==> config.mk <==
export PLATFORM = sky130hd
export DESIGN_NAME = spi_target_port
export DESIGN_NICKNAME = d
export VERILOG_FILES = /design/src/rtl/spi_tgt_pkg.sv /design/src/rtl/spi_tgt_sync.sv /design/src/rtl/spi_tgt_engine.sv /design/src/rtl/spi_tgt_host.sv /design/src/rtl/spi_target_port.sv
export SDC_FILE = /design/constraint.sdc
export NUM_CORES = 1
export LEC_CHECK = 0
export BUFFER_PORTS_ARGS = -buffer_cell sky130_fd_sc_hd__buf_2
export CORE_ASPECT_RATIO = 1.5
export CORE_MARGIN = 1
export CORE_UTILIZATION = 57
export DETAILED_ROUTE_END_ITERATION = 7
export PLACE_DENSITY = 0.85
export SYNTH_ARGS = -nofsm -noshare
export SYNTH_HDL_FRONTEND = slang
export SYNTH_SLANG_ARGS = --single-unit
==> constraint.sdc <==
create_clock -name clk -period 2.78 [get_ports clk]
set_clock_uncertainty 0.05 [all_clocks]
set_input_delay 0.139 -clock clk [delete_from_list [all_inputs] [get_ports clk]]
set_output_delay 0.139 -clock clk [all_outputs]
set_load 0.01 [all_outputs]
==> src/rtl/spi_tgt_pkg.sv <==
package spi_tgt_pkg;
  typedef struct packed {
    logic sel_pol;
    logic cpol;
    logic cpha;
    logic wide;
  } spi_cfg_t;
endpackage

==> src/rtl/spi_tgt_sync.sv <==
module spi_tgt_sync #(
  parameter int W      = 3,
  parameter int STAGES = 2
) (
  input  logic         clk,
  input  logic         rst_n,
  input  logic [W-1:0] d,
  output logic [W-1:0] q
);
  logic [W-1:0] stg [STAGES];

  generate
    for (genvar s = 0; s < STAGES; s++) begin : g_stage
      always_ff @(posedge clk or negedge rst_n) begin
        if (!rst_n) stg[s] <= '0;
        else        stg[s] <= (s == 0) ? d : stg[(s == 0) ? 0 : s-1];
      end
    end
  endgenerate

  assign q = stg[STAGES-1];
endmodule

==> src/rtl/spi_tgt_engine.sv <==
module spi_tgt_engine
  import spi_tgt_pkg::*;
#(
  parameter int DW = 16,
  localparam int CW = $clog2(DW)
) (
  input  logic          clk,
  input  logic          rst_n,
  input  spi_cfg_t      cfg,
  input  logic          sclk_s,
  input  logic          sel_s,
  input  logic          mosi_s,
  input  logic          tx_wr,
  input  logic [DW-1:0] tx_data,
  output logic          sel_act,
  output logic          xfer_done,
  output logic [DW-1:0] rx_char,
  output logic          dout,
  output logic [CW-1:0] bit_cnt
);
  localparam int HALF = DW / 2;
  localparam logic [CW-1:0] LAST_WIDE   = CW'(DW - 1);
  localparam logic [CW-1:0] LAST_NARROW = CW'(HALF - 1);

  logic          sclk_q, sel_q;
  logic [DW-1:0] sr, sr_n;
  logic [CW-1:0] cnt_n;
  logic          dout_n;
  logic          sel_prev, sel_rise, lead, trail, samp, drive;
  logic [CW-1:0] last_idx;
  logic [DW-1:0] shifted;

  always_comb begin
    sel_act  = cfg.sel_pol ? sel_s : ~sel_s;
    sel_prev = cfg.sel_pol ? sel_q : ~sel_q;
    sel_rise = sel_act & ~sel_prev;
    lead     = sel_act & (sclk_q == cfg.cpol) & (sclk_s != cfg.cpol);
    trail    = sel_act & (sclk_q != cfg.cpol) & (sclk_s == cfg.cpol);
    samp     = cfg.cpha ? trail : lead;
    drive    = cfg.cpha ? lead  : trail;
    last_idx = cfg.wide ? LAST_WIDE : LAST_NARROW;
    shifted  = {sr[DW-2:0], mosi_s};
    xfer_done = samp && (bit_cnt == last_idx);
    rx_char  = cfg.wide ? shifted : {{(DW-HALF){1'b0}}, shifted[HALF-1:0]};
  end

  // next-state
  always_comb begin
    sr_n   = sr;
    cnt_n  = bit_cnt;
    dout_n = dout;
    if (!sel_act) begin
      cnt_n = '0;
    end else if (samp) begin
      sr_n  = shifted;
      cnt_n = xfer_done ? '0 : bit_cnt + 1'b1;
    end
    if (tx_wr && (bit_cnt == '0) && !samp) sr_n = tx_data;
    if (sel_rise || drive) dout_n = sr[last_idx];
  end

  always_ff @(posedge clk or negedge rst_n) begin
    if (!rst_n) begin
      sclk_q  <= 1'b0;
      sel_q   <= 1'b0;
      sr      <= '0;
      bit_cnt <= '0;
      dout    <= 1'b0;
    end else begin
      sclk_q  <= sclk_s;
      sel_q   <= sel_s;
      sr      <= sr_n;
      bit_cnt <= cnt_n;
      dout    <= dout_n;
    end
  end
endmodule

==> src/rtl/spi_tgt_host.sv <==
module spi_tgt_host #(
  parameter int DW = 16
) (
  input  logic          clk,
  input  logic          rst_n,
  input  logic          xfer_done,
  input  logic [DW-1:0] rx_char,
  input  logic          done_clr,
  input  logic          irq_en,
  output logic [DW-1:0] rx_data,
  output logic          done_flag,
  output logic          irq
);
  logic flag_n;

  always_comb begin
    flag_n = done_flag;
    if (done_clr)  flag_n = 1'b0;
    if (xfer_done) flag_n = 1'b1;
  end

  always_ff @(posedge clk or negedge rst_n) begin
    if (!rst_n) begin
      rx_data   <= '0;
      done_flag <= 1'b0;
    end else begin
      if (xfer_done) rx_data <= rx_char;
      done_flag <= flag_n;
    end
  end

  assign irq = done_flag & irq_en;
endmodule

==> src/rtl/spi_target_port.sv <==
module spi_target_port
  import spi_tgt_pkg::*;
#(
  parameter int DW = 16,
  parameter int SYNC_STAGES = 2,
  localparam int CW = $clog2(DW)
) (
  input  logic          clk,
  input  logic          rst_n,
  input  logic          cfg_sel_pol,
  input  logic          cfg_cpol,
  input  logic          cfg_cpha,
  input  logic          cfg_wide,
  input  logic          cfg_irq_en,
  input  logic          tx_wr,
  input  logic [DW-1:0] tx_data,
  output logic [DW-1:0] rx_data,
  output logic          done_flag,
  input  logic          done_clr,
  output logic          irq,
  input  logic          sclk_in,
  input  logic          sel_in,
  input  logic          mosi_in,
  output logic          miso_out,
  output logic          miso_oe
);
  logic [1:0]    rst_pipe;
  logic          rst_i_n;
  spi_cfg_t      cfg;
  logic [2:0]    pins_s;
  logic          sel_act, xfer_done, dout;
  logic [DW-1:0] rx_char;
  logic [CW-1:0] bit_cnt;

  // asynchronous assert, synchronous release
  always_ff @(posedge clk or negedge rst_n) begin
    if (!rst_n) rst_pipe <= 2'b00;
    else        rst_pipe <= {rst_pipe[0], 1'b1};
  end
  assign rst_i_n = rst_pipe[1];

  assign cfg = '{sel_pol: cfg_sel_pol, cpol: cfg_cpol, cpha: cfg_cpha, wide: cfg_wide};

  spi_tgt_sync #(.W(3), .STAGES(SYNC_STAGES)) u_sync (
    .clk(clk), .rst_n(rst_i_n),
    .d({sclk_in, sel_in, mosi_in}), .q(pins_s)
  );

  spi_tgt_engine #(.DW(DW)) u_engine (
    .clk(clk), .rst_n(rst_i_n), .cfg(cfg),
    .sclk_s(pins_s[2]), .sel_s(pins_s[1]), .mosi_s(pins_s[0]),
    .tx_wr(tx_wr), .tx_data(tx_data),
    .sel_act(sel_act), .xfer_done(xfer_done), .rx_char(rx_char),
    .dout(dout), .bit_cnt(bit_cnt)
  );

  spi_tgt_host #(.DW(DW)) u_host (
    .clk(clk), .rst_n(rst_i_n), .xfer_done(xfer_done), .rx_char(rx_char),
    .done_clr(done_clr), .irq_en(cfg_irq_en),
    .rx_data(rx_data), .done_flag(done_flag), .irq(irq)
  );

  assign miso_out = dout;
  assign miso_oe  = sel_act;
endmodule

==> results of run 1 <==
==> registers in the layout, summed over array words and instances (netlist names) <==
| signal | cells |
|---|---|
| u_host.done_flag | 1 |
| u_engine.sel_q | 1 |
| u_engine.dout | 1 |
| u_sync.q | 3 |
| u_engine.bit_cnt | 4 |
| u_host.rx_data | 16 |
| u_engine.sr | 16 |
| u_sync.stg | 3 |
| rst_pipe | 2 |
| u_engine.sclk_q | 1 |
==> path summary, 6_finish.rpt <==
path | start | to | slack (ps) | cells after the start
worst min-delay path | rst_n | rst_pipe[1] | 90 | 2
min in group clk | cfg_wide | u_host.rx_data[10] | 120 | 3
worst min register to register | u_sync.stg[3] | u_sync.q[0] | 300 | 0
worst max register to register | u_sync.q[1] | u_engine.sr[6] | 650 | 4
worst max-delay path | u_sync.q[1] | u_engine.sr[6] | 650 | 4
max in group asynchronous | rst_pipe[1] | u_sync.stg[5] | 1730 | 0
==> cells in the final DEF (no fill, tap or decap), types with 5 or more instances in the layout <==
| cell type | Yosys | final |
|---|---|---|
| dlygate4sd3_1 | 0 | 5 |
| inv_1 | 5 | 5 |
| o31ai_1 | 8 | 8 |
| dfrtp_1 | 48 | 47 |
| buf_2 | 2 | 47 |
| clkbuf_8 | 0 | 6 |
| mux2_2 | 40 | 40 |
| o21ai_0 | 10 | 10 |
| nand2_1 | 16 | 16 |
==> where the power goes <==
group | internal, mW | switching, mW | leakage (nW)
clock network | 0.202 | 0.221 | 0.0445
registers | 0.781 | 0.0745 | 0.607
logic | 0.159 | 0.0974 | 0.607
total | 1.14 | 0.393 | 1.26
==> per-layer routing <==
metal  vias to the layer above  global-route usage, %  wire length (um)
li1                        712                      -                 -
met1                       719                   23.8              1480
met2                        35                   38.4              2110
met3                         7                   6.86               196
met4                         0                   8.16                59
met5                         -                      0                 0
==> area by class of cell <==
class	instances	area share, %
clock buffers	7	3.36
clock inverters	1	0.292
inverters	5	0.730
multi-input cells	111	34.8
flip-flops and latches	48	46.8
well taps	43	2.09
repair buffers	55	12.0
==> cell families (layout without fill, tap and decap cells) <==
group                    Yosys count  count (layout)  share of synthesized area, %
AND/OR/NAND/NOR                   36              36                          8.45
adder cells (fa/ha/maj)            2               2                          1.16
flip-flops                        48              48                          55.6
buffers and inverters             13              68                          3.07
multiplexers                      45              45                          23.6
AO/OA/AOI/OAI                     24              24                          6.77
XOR/XNOR                           3               3                          1.22
other                              1               1                         0.173
==> repair_timing <==
| item | 4_1_cts | 5_1_grt |
|---|---|---|
| hold buffers | 5 | 0 |
| endpoints found under the hold margin | 6 | 0 |
| gates resized for setup | 0 | 0 |
==> results.yml, run 1 <==
detailed_routing:
  dr_total_vias: 1473
  vias_per_cell: 5.46
  drtIter0Drc: 23
  drtPass1Iterations: 4
  drc: 0
  routedWlPerCell_um: 14.2
  ant_nets: 0
  wl_mm: 3.85
clocking:
  post_cts_buffers: 0
  worstSkewPairLatency_ps: 300
  htree_levels: 2
  clk_pin_slew_ps: 80
  cts_tree: "yes"
  cts_buffers: 5
  cts_root_buf: "clkbuf_8"
  cts_buffer_depth: 2
  clock-sinks: 48
placed_design:
  place_area_sq_um: 2430
  place_inst: 257
  place.gp.congestion: 0.775
  dpl.hpwl_mm: 2.81
  port_buffers: 47
  dpl_worst_slack_ps: 574
worst_setup_path:
  path_delay_family: "simple AND/OR/NAND/NOR gates"
  critPathBufInv: 1
  cp_max_fo: 16
  arrival_ps: 2270
  endpoint_kind: "flop"
  max_stage_delay_ps: 530
  critPathLaunchType: "flop"
  crit_type: "flop to flop"
  path_cells: "xor2_1 > inv_1 > nand2_1 > mux2_2"
  crit_path_top_delay_cell: "nand2_1"
  crit_required_ps: 2920
synth:
  yosysMostFrequentCell: "dfrtp_1"
  synth-edff-count: 0
  yosysWarnings: 0
  ys_ff_latch: 48
  synth_area_leaders: "dfrtp_1 56%, mux2_2 21%, nand2_1 2.8%, o31ai_1 2.8%, o21ai_0 2.3%"
  synth_ff_type: "dfrtp_1"
  yosysTopAreaCellShare_pct: 55.6
  async_flop_share_pct: 100
  synth_area_sq_um: 2160
  synth_seq_area_share_pct: 55.6
  syn_area_per_cell_sq_um: 12.6
  synthTopCellsByCount: "48 x dfrtp_1, 40 x mux2_2, 16 x nand2_1"
  synth_nets: 202
  yosysTopAreaCell: "dfrtp_1"
  ys_types: 31
  syn_inst: 172
final_layout:
  final_core_util_pct: 70.5
  layout-drive-gt1-share_pct: 45.4
  n_fill_cell: 279
  finalInstanceArea_sq_um: 2570
  nNetsFinal: 256
  multi_input_area_sq_um: 895
  seq_area_sq_um: 1200
  antennaDiodeCount: 0
  stdcell_count: 270
  area_growth_pct: 18.9
power_and_ir_drop:
  power_mw: 1.54
  powerDensity_nw_per_um2: 597
  irDropWorstVdd_mv: 0.427
  p_leak_nw: 1.26
grt:
  first_global_vias: 1483
  overflow: 0
  grt_max_degree: 47
  antenna_found_initial: 0
  grt_use_total_pct: 21.9
  grt_first_pass_wirelength_mm: 6.56
die:
  rows: 27
  fp.dieW_um: 52.3
  die-area_sq_um: 4050
  io_pins: 48
  core_area_sq_um: 3650
  start_util_pct: 59.3
  die_h_um: 77.4
timing:
  holdWs_ps: 87.4
  min_period_ps: 2130
  rsz0062_at_grt: "no"
  hold_viol: 0
  finalMaxSlewViolations: 0
  tightest_slew_ps: 944
  fmax_ghz: 0.470
  post-route-worst-setup-slack_ps: 650
  max_slew_margin_pct: 37.1
  fin_crit_sh_pct: 76.6
  tns_ps: 0
  setup_viol: 0
worst_hold_path:
  hold_path.class: "input pin to asynchronous set/reset pin"
run:
  drv_cap: 0
outcome:
  status: "complete, no violations"
Power figures use the tool's default switching activity.
==> run 2: changes to the inputs <==
--- a/config.mk
+++ b/config.mk
@@ -5,12 +5,13 @@
 export SDC_FILE = /design/constraint.sdc
 export NUM_CORES = 1
 export LEC_CHECK = 0
+export ABC_AREA = 1
 export BUFFER_PORTS_ARGS = -buffer_cell sky130_fd_sc_hd__buf_2
 export CORE_ASPECT_RATIO = 1.5
 export CORE_MARGIN = 1
-export CORE_UTILIZATION = 57
+export CORE_UTILIZATION = 48
 export DETAILED_ROUTE_END_ITERATION = 7
-export PLACE_DENSITY = 0.85
+export PLACE_DENSITY = 0.77
 export SYNTH_ARGS = -nofsm -noshare
 export SYNTH_HDL_FRONTEND = slang
 export SYNTH_SLANG_ARGS = --single-unit
==> constraint.sdc (replaced) <==
create_clock -name clk -period 1.9 [get_ports clk]
set_clock_uncertainty 0.05 [all_clocks]
set_input_delay 0.095 -clock clk [delete_from_list [all_inputs] [get_ports clk]]
set_output_delay 0.095 -clock clk [all_outputs]
set_load 0.01 [all_outputs]
==> run 2 against run 1 <==
The run now ends with design-rule violations left. Combinational power grew 11%. Global-route usage down 0.97 points. Sequential power increased by 36%. Design area is 3.1% higher. Critical endpoint is now u_host.rx_data[6].
==> results.yml, run 2 <==
timing:
  fin_crit_sh_pct: 87.7
  hold_viol: 0
  fmax_ghz: 0.600
  max_slew_margin_pct: 66.2
  tns_ps: 0
  setup_viol: 0
  min_period_ps: 1670
  finalMaxSlewViolations: 0
  rsz0062_at_grt: "no"
  tightest_slew_ps: 504
clocking:
  htree_levels: 2
  clock-sinks: 48
  cts_root_buf: "clkbuf_8"
  clk_pin_slew_ps: 90
  worstSkewPairLatency_ps: 300
  cts_buffers: 5
  ctsResizeCount: 0
  cts_tree: "yes"
  cts_buffer_depth: 2
final_layout:
  final_cell_mix: "81 x nand2_1, 47 x buf_2, 47 x dfrtp_1"
  stdcell_count: 352
  n_fill_cell: 393
  nNetsFinal: 335
  layout-drive-gt1-share_pct: 22.9
  final_core_util_pct: 61.9
  area_growth_pct: 21.9
  reg.largest.list: "u_engine.sr: 16 flops, u_host.rx_data: 16 flops, u_engine.bit_cnt: 4 flops"
  antennaDiodeCount: 0
  layout_commonest_cell: "nand2_1"
synth:
  synth_ff_type: "dfrtp_1"
  async_flop_share_pct: 100
  synth_nets: 280
  syn_area_per_cell_sq_um: 8.70
  yosysTopAreaCellShare_pct: 55.2
  yosysWarnings: 0
  ys_types: 25
  synth_area_leaders: "dfrtp_1 55%, nand2_1 14%, nand3_1 9.9%, o21ai_0 2.8%, inv_1 2.8%"
  synth-edff-count: 0
  yosysTopAreaCell: "dfrtp_1"
  synth_seq_area_share_pct: 55.2
  synth_area_sq_um: 2180
  syn_inst: 250
  yosysMostFrequentCell: "nand2_1"
  synthTopCellsByCount: "81 x nand2_1, 48 x dfrtp_1, 43 x nand3_1"
  ys_ff_latch: 48
detailed_routing:
  routedWlPerCell_um: 12.7
  vias_per_cell: 5.19
  wl_mm: 4.49
  drc: 2
  ant_nets: 0
  drtIter0Drc: 72
  drtPass1Iterations: 6
  dr_total_vias: 1828
power_and_ir_drop:
  power_mw: 2.19
  p_leak_nw: 1.45
  powerDensity_nw_per_um2: 827
  irDropWorstVdd_mv: 0.573
worst_setup_path:
  critPathLaunchType: "flop"
  reg2reg_from: "u_engine.bit_cnt[0]"
  r2r_cells: 8
  rrSetupSlack_ps: 230
  endpoint_kind: "flop"
  arrival_ps: 1810
  cp_max_fo: 19
  crit_required_ps: 2040
  crit_type: "flop to flop"
  timing.rr.end: "u_host.rx_data[6]"
worst_hold_path:
  hold_depth: 3
  hold_path.class: "input pin to flop"
  min-delay-start: "tx_data[3]"
  min_to: "u_engine.sr[3]"
placed_design:
  place.gp.congestion: 0.788
  port_buffers: 47
  place_inst: 337
  dpl.hpwl_mm: 3.18
die:
  core_area_sq_um: 4280
  io_pins: 48
  rows: 29
  start_util_pct: 50.8
  die_h_um: 84.5
  die-area_sq_um: 4810
  fp.dieW_um: 57.0
grt:
  first_global_vias: 1842
  antenna_found_initial: 0
  grt_use_total_pct: 21.0
  grt_max_degree: 40
  overflow: 0
  grt_first_pass_wirelength_mm: 7.92
outcome:
  status: "finished, violations left"
  violations: "design-rule violations"
run:
  drv_cap: 0
[run 2: critical path: stages (launching register included)]
cell     delay, ps
dfrtp_1        370
ha_1           180
nand2_1         70
a21oi_1        100
o21ai_1        190
nor2_8         290
inv_4          140
nand2_1         80
o21ai_0         70
[run 2: worst max-delay path by stage]
stage                             start           endpoint  slack (ps)  cells past startpoint
finish              u_engine.bit_cnt[0]  u_host.rx_data[6]         230                      8
detailed placement  u_engine.bit_cnt[0]  u_host.rx_data[6]         230                      8
global route        u_engine.bit_cnt[0]     u_engine.sr[5]          60                      8
floorplan           u_engine.bit_cnt[0]    u_engine.sr[11]         260                      8
CTS                 u_engine.bit_cnt[0]  u_host.rx_data[6]         220                      8
global placement    u_engine.bit_cnt[1]  u_host.rx_data[6]         260                      8
[run 2: final cells by class]
class | instances | area, sq um | area share (%)
well taps | 46 | 57.6 | 2.17
clock inverters | 3 | 46.3 | 1.75
multi-input cells | 174 | 846 | 31.9
repair buffers | 58 | 360 | 13.6
clock buffers | 5 | 68.8 | 2.60
inverters | 18 | 70.1 | 2.64
flip-flops and latches | 48 | 1200 | 45.4
[run 2: kinds of logic after synthesis]
logic type	synth area share, %
AND/OR/NAND/NOR	32.8
AO/OA/AOI/OAI	4.72
flip-flops	55.2
buffers and inverters	5.92
adder cells (fa/ha/maj)	1.15
other	0.172
[run 2: stage by stage]
stage | instance area [sq um] | hold slack (ps) | setup slack (ps)
floorplan | 2180 | -251 | 257
global placement | 2470 | -168 | 255
detailed placement | 2470 | -166 | 228
CTS | 2650 | 4.52 | 215
global route | 2650 | 9.80 | 63.8
finish | 2650 | 6.17 | 234
[run 2: repair_timing]
action	in CTS	in global routing
hold buffers	7	0
setup buffers	0	0
hold endpoints to repair	8	0
[run 2: layer usage]
layer / track usage, % / vias up / wire length (um)
met5: 0 / - / 0
met4: 6.21 / 0 / 49
met1: 26.0 / 867 / 1880
met3: 3.85 / 4 / 180
li1: - / 918 / -
met2: 36.8 / 39 / 2370
[run 2: power breakdown]
group | switching [mW] | internal, mW | total [mW]
logic | 0.168 | 0.117 | 0.285
registers | 0.0605 | 1.10 | 1.16
clock network | 0.351 | 0.397 | 0.747
==> run 3: changes to the inputs <==
--- a/config.mk
+++ b/config.mk
@@ -5,7 +5,6 @@
 export SDC_FILE = /design/constraint.sdc
 export NUM_CORES = 1
 export LEC_CHECK = 0
-export ABC_AREA = 1
 export BUFFER_PORTS_ARGS = -buffer_cell sky130_fd_sc_hd__buf_2
 export CORE_ASPECT_RATIO = 1.5
 export CORE_MARGIN = 1
==> run 3 against run 2 <==
The flow still finishes with violations (design-rule violations). Count of clock-buffer cells in the layout stayed put. Fmax is 6.5% lower. Critical path depth is 3 lower. Highest routed layer unchanged. Combinational power is 50% higher. Worst hold slack better by 61 ps. Worst setup slack worse by 120 ps. Via count is 19% lower. Routed wire length is 13% lower.
==> results.yml, run 3 (same netlist as run 1, synthesis figures left out) <==
detailed_routing:
  drtPass1Iterations: 6
  vias_per_cell: 5.29
  dr_total_vias: 1486
  routedWlPerCell_um: 13.9
  wl_mm: 3.91
  drc: 10
  drtIter0Drc: 56
  ant_nets: 0
clocking:
  clk_pin_slew_ps: 90
  cts_root_buf: "clkbuf_8"
  clock-sinks: 48
  worstSkewPairLatency_ps: 300
  cts_buffer_depth: 2
  htree_levels: 2
  post_cts_buffers: 0
  cts_buffers: 5
  cts_tree: "yes"
placed_design:
  place_area_sq_um: 2530
  place_inst: 268
  port_buffers: 47
  dpl.hpwl_mm: 2.91
  place.gp.congestion: 0.785
grt:
  overflow: 0
  first_global_vias: 1537
  grt.met2_usage_pct: 35.1
  grt_first_pass_wirelength_mm: 6.74
  grt-busiest-layer: "met2"
  met1_usage_pct: 19.1
  grtUsageMet3_pct: 3.70
  grt_use_total_pct: 18.3
  antenna_found_initial: 0
  grt_max_degree: 27
worst_setup_path:
  cp_max_fo: 9
  max_stage_delay_ps: 450
  cp.depth: 5
  crit_type: "flop to flop"
  crit_required_ps: 2070
  endpoint_kind: "flop"
  arrival_ps: 1950
  r2r_cells: 5
  cp-startpoint: "u_sync.q[2]"
  crit_path_top_delay_cell: "or3_4"
  path_cells: "nand2b_1 > mux2_4 > or3_4 > buf_4 > o21ai_0"
  critPathLaunchType: "flop"
  path_delay_family: "simple AND/OR/NAND/NOR gates"
  reg2reg_from: "u_sync.q[2]"
  critPathBufInv: 1
final_layout:
  area_growth_pct: 24.5
  reg.largest.list: "u_engine.sr: 16 flops, u_host.rx_data: 16 flops, u_engine.bit_cnt: 4 flops"
  finalInstanceArea_sq_um: 2690
  multi_input_area_sq_um: 921
  layout-drive-gt1-share_pct: 49.4
  final_cell_mix: "47 x buf_2, 47 x dfrtp_1, 40 x mux2_2"
  n_fill_cell: 363
  stdcell_count: 281
  final_core_util_pct: 62.9
  antennaDiodeCount: 0
  nNetsFinal: 264
  seq_area_sq_um: 1200
timing:
  setup_viol: 0
  fin_crit_sh_pct: 93.8
  rsz0062_at_grt: "no"
  finalMaxSlewViolations: 0
  min_period_ps: 1780
  fmax_ghz: 0.561
  hold_viol: 0
  tns_ps: 0
power_and_ir_drop:
  powerDensity_nw_per_um2: 842
  p_leak_nw: 1.31
  irDropWorstVdd_mv: 0.622
die:
  io_pins: 48
  die_h_um: 84.2
  fp.dieW_um: 56.8
  die-area_sq_um: 4780
  rows: 29
  start_util_pct: 50.5
  core_area_sq_um: 4280
outcome:
  violations: "design-rule violations"
  status: "finished, violations left"
worst_hold_path:
  hold_path.class: "input pin to asynchronous set/reset pin"
run:
  drv_cap: 0
## run 3: metal layers
| layer | vias to the layer above | routed length [um] |
|---|---|---|
| met2 | 28 | 2170 |
| met3 | 5 | 147 |
| met4 | 0 | 60 |
| met1 | 726 | 1530 |
| li1 | 727 | - |
| met5 | - | 0 |
## run 3: layout make-up
| cell class | count | area share, % |
|---|---|---|
| inverter | 5 | 0.697 |
| sequential | 48 | 44.7 |
| clock buffer | 5 | 2.56 |
| tap | 46 | 2.14 |
| clock inverter | 3 | 0.697 |
| multi-input combinational | 111 | 34.2 |
| timing repair buffer | 63 | 15.1 |
## run 3: path summary, 6_finish.rpt
path,end,slack (ps)
worst max-delay path,u_host.rx_data[9],120
worst min-delay path,rst_pipe[1],70
worst max register to register,u_host.rx_data[9],120
worst min register to register,u_engine.dout,180
max in group asynchronous,u_engine.sr[15],1120
min in group clk,u_engine.sr[5],100
## run 3: worst reg2reg max path, cell delays in order, from the launching register on
cell	delay [ps]
dfrtp_1	400
nand2b_1	180
mux2_4	280
or3_4	450
buf_4	190
o21ai_0	170
## run 3: report_power, final
| part | switching (mW) | internal [mW] | total (mW) | leakage, nW |
|---|---|---|---|---|
| clock | 0.342 | 0.257 | 0.599 | 0.0479 |
| combinational | 0.162 | 0.266 | 0.428 | 0.660 |
| sequential | 0.0996 | 1.14 | 1.24 | 0.607 |
## run 3: metrics by stage
stage          power, mW  hold slack [ps]  setup slack, ps
2_1_floorplan       1.54             -251             25.9
3_5_place_dp        1.69             -170            -51.1
6_report            2.27             66.8              117
4_1_cts             2.30             42.5             54.0
3_3_place_gp        1.67             -169             16.1
5_1_grt             2.40             83.0             15.6
## run 3: what timing repair did
action	CTS	global route
hold endpoints to repair	6	0
hold buffers	5	0
gates cloned	0	0
endpoints found under the setup margin	16	16
resized for setup	1	4
